$ cat config.mk
export PLATFORM = sky130hd
export DESIGN_NAME = ecc_err_log
export DESIGN_NICKNAME = d
export VERILOG_FILES = /design/src/rtl/ecc_log_pkg.sv /design/src/rtl/ecc_log_flags.sv /design/src/rtl/ecc_log_capture.sv /design/src/rtl/ecc_log_serr.sv /design/src/rtl/ecc_log_regmux.sv /design/src/rtl/ecc_err_log.sv
export SDC_FILE = /design/constraint.sdc
export NUM_CORES = 1
export LEC_CHECK = 0
export ABC_CLOCK_PERIOD_IN_PS = 1940
export BUFFER_PORTS_ARGS = -buffer_cell sky130_fd_sc_hd__buf_2
export CORE_ASPECT_RATIO = 2
export CORE_UTILIZATION = 45
export CTS_CLUSTER_SIZE = 25
export DETAILED_ROUTE_END_ITERATION = 10
export GPL_TIMING_DRIVEN = 1
export PLACE_DENSITY = 0.83
export SYNTH_ARGS = -nofsm -noshare
export SYNTH_HDL_FRONTEND = slang
export SYNTH_SLANG_ARGS = --single-unit
$ cat constraint.sdc
create_clock -name clk -period 1.94 [get_ports clk]
set_input_delay 0.194 -clock clk [delete_from_list [all_inputs] [get_ports clk]]
set_output_delay 0.194 -clock clk [all_outputs]
set_load 0.03 [all_outputs]
$ cat src/rtl/ecc_log_pkg.sv
package ecc_log_pkg;

    localparam int STS_W = 16;

    // status / command bit positions (shared layout)
    localparam int B_CE     = 0;
    localparam int B_UE     = 1;
    localparam int B_REFTO  = 8;
    localparam int B_LOCK   = 9;
    localparam int B_THERM  = 11;

    localparam logic [STS_W-1:0] STS_MASK = 16'h0B03;

    typedef enum logic [2:0] {
        SEL_STS = 3'd0,
        SEL_CMD = 3'd1,
        SEL_ADR = 3'd2,
        SEL_EXT = 3'd3,
        SEL_SYN = 3'd4
    } reg_sel_e;

    typedef enum logic [1:0] {
        CAP_NONE = 2'd0,
        CAP_CE   = 2'd1,
        CAP_UE   = 2'd2
    } cap_kind_e;

    // sticky flag update: a new event outranks a clearing write
    function automatic logic flag_next(input logic cur, input logic set, input logic clr);
        return set | (cur & ~clr);
    endfunction

    // capture decision from the flags held at the start of the cycle
    function automatic cap_kind_e cap_decide(input logic ce, input logic ue,
                                             input logic ce_held, input logic ue_held);
        cap_kind_e k;
        k = CAP_NONE;
        if (ue && !ue_held)
            k = CAP_UE;
        else if (ce && !ce_held && !ue_held)
            k = CAP_CE;
        return k;
    endfunction

endpackage

$ cat src/rtl/ecc_log_flags.sv
module ecc_log_flags
    import ecc_log_pkg::*;
(
    input  logic             clk,
    input  logic             rst,
    input  logic [STS_W-1:0] evt,
    input  logic             clr_wr,
    input  logic [STS_W-1:0] clr_data,
    output logic [STS_W-1:0] sts
);

    for (genvar i = 0; i < STS_W; i++) begin : g_bit
        if (STS_MASK[i]) begin : g_live
            always_ff @(posedge clk) begin
                if (rst)
                    sts[i] <= 1'b0;
                else
                    sts[i] <= flag_next(sts[i], evt[i], clr_wr & clr_data[i]);
            end
        end else begin : g_rsvd
            assign sts[i] = 1'b0;
        end
    end

endmodule

$ cat src/rtl/ecc_log_capture.sv
module ecc_log_capture
    import ecc_log_pkg::*;
#(
    parameter int LINE_W = 26,
    parameter int SYN_W  = 8
) (
    input  logic              clk,
    input  logic              rst,
    input  logic              ce_evt,
    input  logic              ue_evt,
    input  logic              ce_held,
    input  logic              ue_held,
    input  logic [LINE_W-1:0] line_in,
    input  logic              chan_in,
    input  logic [SYN_W-1:0]  syn_in,
    output logic [LINE_W-1:0] line_q,
    output logic              chan_q,
    output logic [SYN_W-1:0]  syn_q
);

    cap_kind_e kind;

    always_comb begin
        kind = cap_decide(ce_evt, ue_evt, ce_held, ue_held);
    end

    always_ff @(posedge clk) begin
        if (rst) begin
            line_q <= '0;
            chan_q <= 1'b0;
            syn_q  <= '0;
        end else if (kind != CAP_NONE) begin
            line_q <= line_in;
            chan_q <= chan_in;
            syn_q  <= syn_in;
        end
    end

endmodule

$ cat src/rtl/ecc_log_serr.sv
module ecc_log_serr
    import ecc_log_pkg::*;
(
    input  logic             clk,
    input  logic             rst,
    input  logic             cmd_wr,
    input  logic [STS_W-1:0] wdata,
    input  logic [STS_W-1:0] sts,
    output logic [STS_W-1:0] cmd,
    output logic             serr
);

    for (genvar i = 0; i < STS_W; i++) begin : g_en
        if (STS_MASK[i]) begin : g_live
            always_ff @(posedge clk) begin
                if (rst)
                    cmd[i] <= 1'b0;
                else if (cmd_wr)
                    cmd[i] <= wdata[i];
            end
        end else begin : g_rsvd
            assign cmd[i] = 1'b0;
        end
    end

    always_ff @(posedge clk) begin
        if (rst)
            serr <= 1'b0;
        else
            serr <= |(sts & cmd & STS_MASK);
    end

endmodule

$ cat src/rtl/ecc_log_regmux.sv
module ecc_log_regmux
    import ecc_log_pkg::*;
#(
    parameter int ADDR_W    = 33,
    parameter int GRAIN_LSB = 7,
    parameter int SYN_W     = 8
) (
    input  logic [2:0]                  sel,
    input  logic [STS_W-1:0]            sts,
    input  logic [STS_W-1:0]            cmd,
    input  logic [ADDR_W-GRAIN_LSB-1:0] line_q,
    input  logic                        chan_q,
    input  logic [SYN_W-1:0]            syn_q,
    output logic [31:0]                 rdata
);

    localparam int EXT_W = ADDR_W - 32;

    logic [ADDR_W-1:0] full_adr;
    logic [31:0]       adr_word;
    logic [31:0]       ext_word;

    always_comb begin
        full_adr = {line_q, {GRAIN_LSB{1'b0}}};
        adr_word = full_adr[31:0];
        adr_word[0] = chan_q;
        ext_word = '0;
        ext_word[EXT_W-1:0] = full_adr[ADDR_W-1:32];
    end

    always_comb begin
        case (reg_sel_e'(sel))
            SEL_STS: rdata = {{(32-STS_W){1'b0}}, sts};
            SEL_CMD: rdata = {{(32-STS_W){1'b0}}, cmd};
            SEL_ADR: rdata = adr_word;
            SEL_EXT: rdata = ext_word;
            SEL_SYN: rdata = {{(32-SYN_W){1'b0}}, syn_q};
            default: rdata = '0;
        endcase
    end

endmodule

$ cat src/rtl/ecc_err_log.sv
module ecc_err_log
    import ecc_log_pkg::*;
#(
    parameter int ADDR_W    = 33,
    parameter int GRAIN_LSB = 7,
    parameter int SYN_W     = 8,
    localparam int LINE_W   = ADDR_W - GRAIN_LSB
) (
    input  logic              clk,
    input  logic              rst,
    input  logic              ce_evt,
    input  logic              ue_evt,
    input  logic [LINE_W-1:0] err_line,
    input  logic              err_chan,
    input  logic [SYN_W-1:0]  err_syn,
    input  logic              thermal_evt,
    input  logic              lock_evt,
    input  logic              refto_evt,
    input  logic              reg_wr,
    input  logic [2:0]        reg_addr,
    input  logic [15:0]       reg_wdata,
    output logic [31:0]       reg_rdata,
    output logic              serr
);

    logic [STS_W-1:0]  evt_vec;
    logic [STS_W-1:0]  sts_q;
    logic [STS_W-1:0]  cmd_q;
    logic [LINE_W-1:0] line_q;
    logic              chan_q;
    logic [SYN_W-1:0]  syn_q;
    logic              sts_wr;
    logic              cmd_wr;

    always_comb begin
        evt_vec          = '0;
        evt_vec[B_CE]    = ce_evt;
        evt_vec[B_UE]    = ue_evt;
        evt_vec[B_REFTO] = refto_evt;
        evt_vec[B_LOCK]  = lock_evt;
        evt_vec[B_THERM] = thermal_evt;
        sts_wr = reg_wr && (reg_addr == SEL_STS);
        cmd_wr = reg_wr && (reg_addr == SEL_CMD);
    end

    ecc_log_flags u_flags (
        .clk      (clk),
        .rst      (rst),
        .evt      (evt_vec),
        .clr_wr   (sts_wr),
        .clr_data (reg_wdata),
        .sts      (sts_q)
    );

    ecc_log_capture #(
        .LINE_W (LINE_W),
        .SYN_W  (SYN_W)
    ) u_cap (
        .clk     (clk),
        .rst     (rst),
        .ce_evt  (ce_evt),
        .ue_evt  (ue_evt),
        .ce_held (sts_q[B_CE]),
        .ue_held (sts_q[B_UE]),
        .line_in (err_line),
        .chan_in (err_chan),
        .syn_in  (err_syn),
        .line_q  (line_q),
        .chan_q  (chan_q),
        .syn_q   (syn_q)
    );

    ecc_log_serr u_serr (
        .clk    (clk),
        .rst    (rst),
        .cmd_wr (cmd_wr),
        .wdata  (reg_wdata),
        .sts    (sts_q),
        .cmd    (cmd_q),
        .serr   (serr)
    );

    ecc_log_regmux #(
        .ADDR_W    (ADDR_W),
        .GRAIN_LSB (GRAIN_LSB),
        .SYN_W     (SYN_W)
    ) u_mux (
        .sel    (reg_addr),
        .sts    (sts_q),
        .cmd    (cmd_q),
        .line_q (line_q),
        .chan_q (chan_q),
        .syn_q  (syn_q),
        .rdata  (reg_rdata)
    );

endmodule

# Word-level counts from Yosys, hierarchy flattened
# Index checks and enable logic that the tools add are counted.
# word_totals
reg_bits,46
# op_classes
eq_ne,4
muxes,3
bitwise,21
reduce_logical,10
# ops
op,n
one-hot mux 32 bit (5 select lines),1
AND 12 bit,1
AND 1 bit,10
"== test 3 x 2 -> 1 bit, second input constant",2
logical AND 1 bit,5
inverter 1 bit,5
bitwise OR 1 bit,5
OR reduction 5 bit,1
"== test 3 x 1 -> 1 bit, second input constant",1
"== test 3 bit, second input constant",1
zero test 3 bit,1
zero test 1 bit,2
2-to-1 mux 2 bit,1
nonzero test 2 bit,1
2-to-1 mux 1 bit,1

# Longest topological paths before layout
# depth
depth_word,6
mapped_depth,5

# Modules after synthesis
# From an unflattened synthesis, not the netlist that was laid out.
# hier_totals
cells_unflattened,316
area_unflattened_um2,2862.7
# modules_own_cells
mod,instances,cells_per_inst,area_each_um2,seq_area_each_um2
ecc_log_capture,1,154,1612.8,700.7
ecc_log_regmux,1,95,645.6,0.0
ecc_log_serr,1,32,305.3,120.1
ecc_log_flags,1,32,267.8,100.1
ecc_err_log,1,3,31.3,0.0

# Worst setup path before layout
# OpenSTA, ideal clock, no wires.
# synth_path
kind,input to output
startpoint,in reg_addr[1]
endpoint,out reg_rdata[11]
arrival_ps,1033
t_required_ps,1746
path_slack_ps,713
cell_stages,4
n_path_buf,1
cell_sequence,buf_2 > nor2b_1 > a2bb2oi_1 > nor2_1
# synth_between
elab_chain_cells,2
word_cells_on_any_way,6
# synth_lines
element,line,text
start: declaration,ecc_err_log.sv:20,"input logic [2:0] reg_addr,"
"== test 3 bit, or another cell as far along",ecc_log_regmux.sv:32,case (reg_sel_e'(sel))
one-hot mux 32 bit (5 select lines) *,ecc_log_regmux.sv:32,
end: declaration,ecc_err_log.sv:22,"output logic [31:0] reg_rdata,"
# Every way passes the cells marked *; elsewhere a longest branch is shown, timed or not.

# Worst setup path in the final report
# layout_path
startpoint,in reg_addr[2]
endpoint,out reg_rdata[5]
# The elaborated chain is that of the path after synthesis.

==> flow_metrics.env <==
export IMPL_final_nets=389
export IMPL_clock_root_buffer="clkbuf_8"
export IMPL_track_usage_pct=19.4
export IMPL_coreArea_sq_um=5180
export IMPL_clock_sinks=46
export IMPL_hold_violations=0
export IMPL_antenna_left=0
export IMPL_clk_latency_ns=0.29
export IMPL_die_area_sq_um=5710
export IMPL_fin_setup_tns_ns=0
export IMPL_cts_setup_buffers=0
export IMPL_yosysMostFrequentCell="nand2b_1"
export IMPL_wirelength_um=5100
export IMPL_start_util_pct=46.8
export IMPL_synthCells=253
export IMPL_finClkSkew_ns=0.00900
export IMPL_synthTopCellsByCount="nand2b_1, dfxtp_1, mux2i_1, and2_1, nor2_1"
export IMPL_io_pins=95
export IMPL_cap_violations=0
export IMPL_clk_pin_slew_ns=0.09
export IMPL_slew_violations=0
export IMPL_vias=1910
export IMPL_port_buffers=83
export IMPL_cp_max_fo=14
export IMPL_worst_slew_pin_slew_ns=0.642
export IMPL_fmax_ghz=0.624
export IMPL_path_class="primary input to output port"
export IMPL_place_congestion=0.752
export IMPL_synth_edf_count=0
export IMPL_yosysTopAreaCell="dfxtp_1"
export IMPL_synth_seq_area_share_pct=38.0
export IMPL_wl_per_cell_um=13.2
export IMPL_synth_top_area_share_pct=38.0
export IMPL_status="finished clean"
export IMPL_grt_pass1_wl_um=8160
export IMPL_fp_dieW_um=53.9
export IMPL_n_antenna_cell=0
export IMPL_ctsHoldBuffers=0
export IMPL_cts_made_buffers=5
export IMPL_max_vdd_ir_drop_mv=0.596
export IMPL_firstDrtPassIters=4
export IMPL_end_kind="output port"
export IMPL_hp_class="primary input to register"
export IMPL_grt_remaining_overflow=0
export IMPL_num_fill_cells=495
export IMPL_clock_path_buffers=2
export IMPL_ys_types=26
export IMPL_setup_viol=0
export IMPL_final_period_utilization_pct=82.6
export IMPL_fin_hold_ws_ns=0.105
export IMPL_drive_above_1_share_pct=29.3
export IMPL_antenna_found_initial=0
export IMPL_hpwl_um=3740
export IMPL_grt_max_degree=45
export IMPL_drt_iter0_drc=23
export IMPL_powerDensity_nw_per_um2=714
export IMPL_synth_warnings=0
export IMPL_routed_via_density=4.95
export IMPL_drc=0
export IMPL_synth_top_flop_cell="dfxtp_1"
export IMPL_cts_resized=0
export IMPL_slew_headroom_pct=57.1
export IMPL_grt_pass1_vias=1884
export IMPL_tritoncts="done"
export IMPL_die_h_um=106
export IMPL_synth_seq_cells=46
export IMPL_syn_avg_cell_area_sq_um=9.59
export IMPL_rsz0062_at_grt="no"
export IMPL_synthArstFlopShare_pct=0
export IMPL_leakage_uw=0.00139
export IMPL_core_rowCount=37
export IMPL_yosys_top_cells_area="dfxtp_1, mux2i_1, nand2b_1, and2_1, buf_12"
export IMPL_syn_nets=315
export IMPL_critPathLaunchType="primary input"
export IMPL_syn_cell_area_sq_um=2430
export IMPL_crit_required_ns=1.75
export IMPL_fin_crit_ns=1.60
export IMPL_syn_to_final_growth_pct=20.8
export IMPL_cts_max_level=2
export IMPL_critical_path_arrival_ns=1.41
## sequential cells by signal, indices dropped and copies added, names as in the netlist
signal        count
u_cap.chan_q      1
u_cap.line_q     26
u_cap.syn_q       8
u_flags.sts       5
u_serr.cmd        5
u_serr.serr       1
## routing by layer
layer	up-vias	track usage (%)	share of wire [%]
met4	0	8.46	1.9
met3	7	3.61	4.1
met5	-	0	0
met1	866	19.9	40
li1	978	-	-
met2	59	35.1	54
## stage by stage
stage | instances | utilization [%] | setup WS [ns] | total power [uW] | instance area (sq um)
finish | 386 | 56.5 | 0.337 | 2090 | 2930
global route | 386 | 56.5 | 0.263 | 2200 | 2930
CTS | 386 | 56.5 | 0.367 | 2130 | 2930
detailed placement | 378 | 54.5 | 0.372 | 1420 | 2830
global placement | 378 | 54.5 | 0.382 | 1410 | 2830
floorplan | 253 | - | 0.713 | 1320 | 2430
## where the power goes
part	switching, uW	internal, uW	total (uW)	leakage [uW]
combinational	174	172	346	0.000957
clock	313	386	699	0.0000524
sequential	37.9	1010	1050	0.000379
## cells in the final DEF, fill, tap and decap left out
cell type  synthesis  routed
bufinv_16          0       1
nor2b_1            1       1
nor3b_2            1       1
nor3b_1            1       1
o21a_1             2       2
nor4b_2            1       1
clkbuf_8           0       5
a21oi_1            2       2
nand2b_4           1       1
buf_12             3       2
a222oi_1           1       1
and4bb_1           1       1
mux2i_1           46      46
buf_4              1       1
dfxtp_1           46      46
a22oi_1            1       1
o21ai_0            2       2
a2bb2oi_1          3       3
and2_1            26      26
nand2b_1          70      70
nor2_1            14      14
inv_1              5       5
a21oi_4            0       1
nand3b_1           4       4
buf_2              4      83
clkbuf_1           9       2
a311oi_1           5       5
## layout make-up
class	count	area, sq um	share of cell area, %
clock buffers	7	76.3	2.60
clock inverters	1	30.0	1.02
inverters	5	18.8	0.640
multi-input cells	183	1350	46.1
flip-flops and latches	46	921	31.4
well taps	58	72.6	2.48
repair buffers	86	463	15.8
## cells by family (layout without fill, tap and decap cells)
kind of cell    after synthesis  count (layout)  share of synthesized area [%]
compound gates               17              17                           5.42
buf+inv                      24              99                           6.70
simple gates                120             120                           30.9
flops                        46              46                           38.0
mux                          46              46                           19.0
## worst max-delay path: stages
cell and delay, ns:
buf_2 0.23, nor3b_1 0.58, and2_1 0.22, buf_2 0.19
## worst paths after layout
kind | from | slack (ns) | to | depth (start not counted)
hold reg to reg | u_cap.line_q[23] | 0.47 | u_cap.line_q[23] | 2
setup / recovery | reg_addr[2] | 0.34 | reg_rdata[5] | 4
hold / removal | reg_wdata[9] | 0.11 | u_flags.sts[9] | 2
setup reg to reg | u_flags.sts[0] | 0.66 | u_cap.line_q[3] | 4
(Power assumes the default switching activity.)
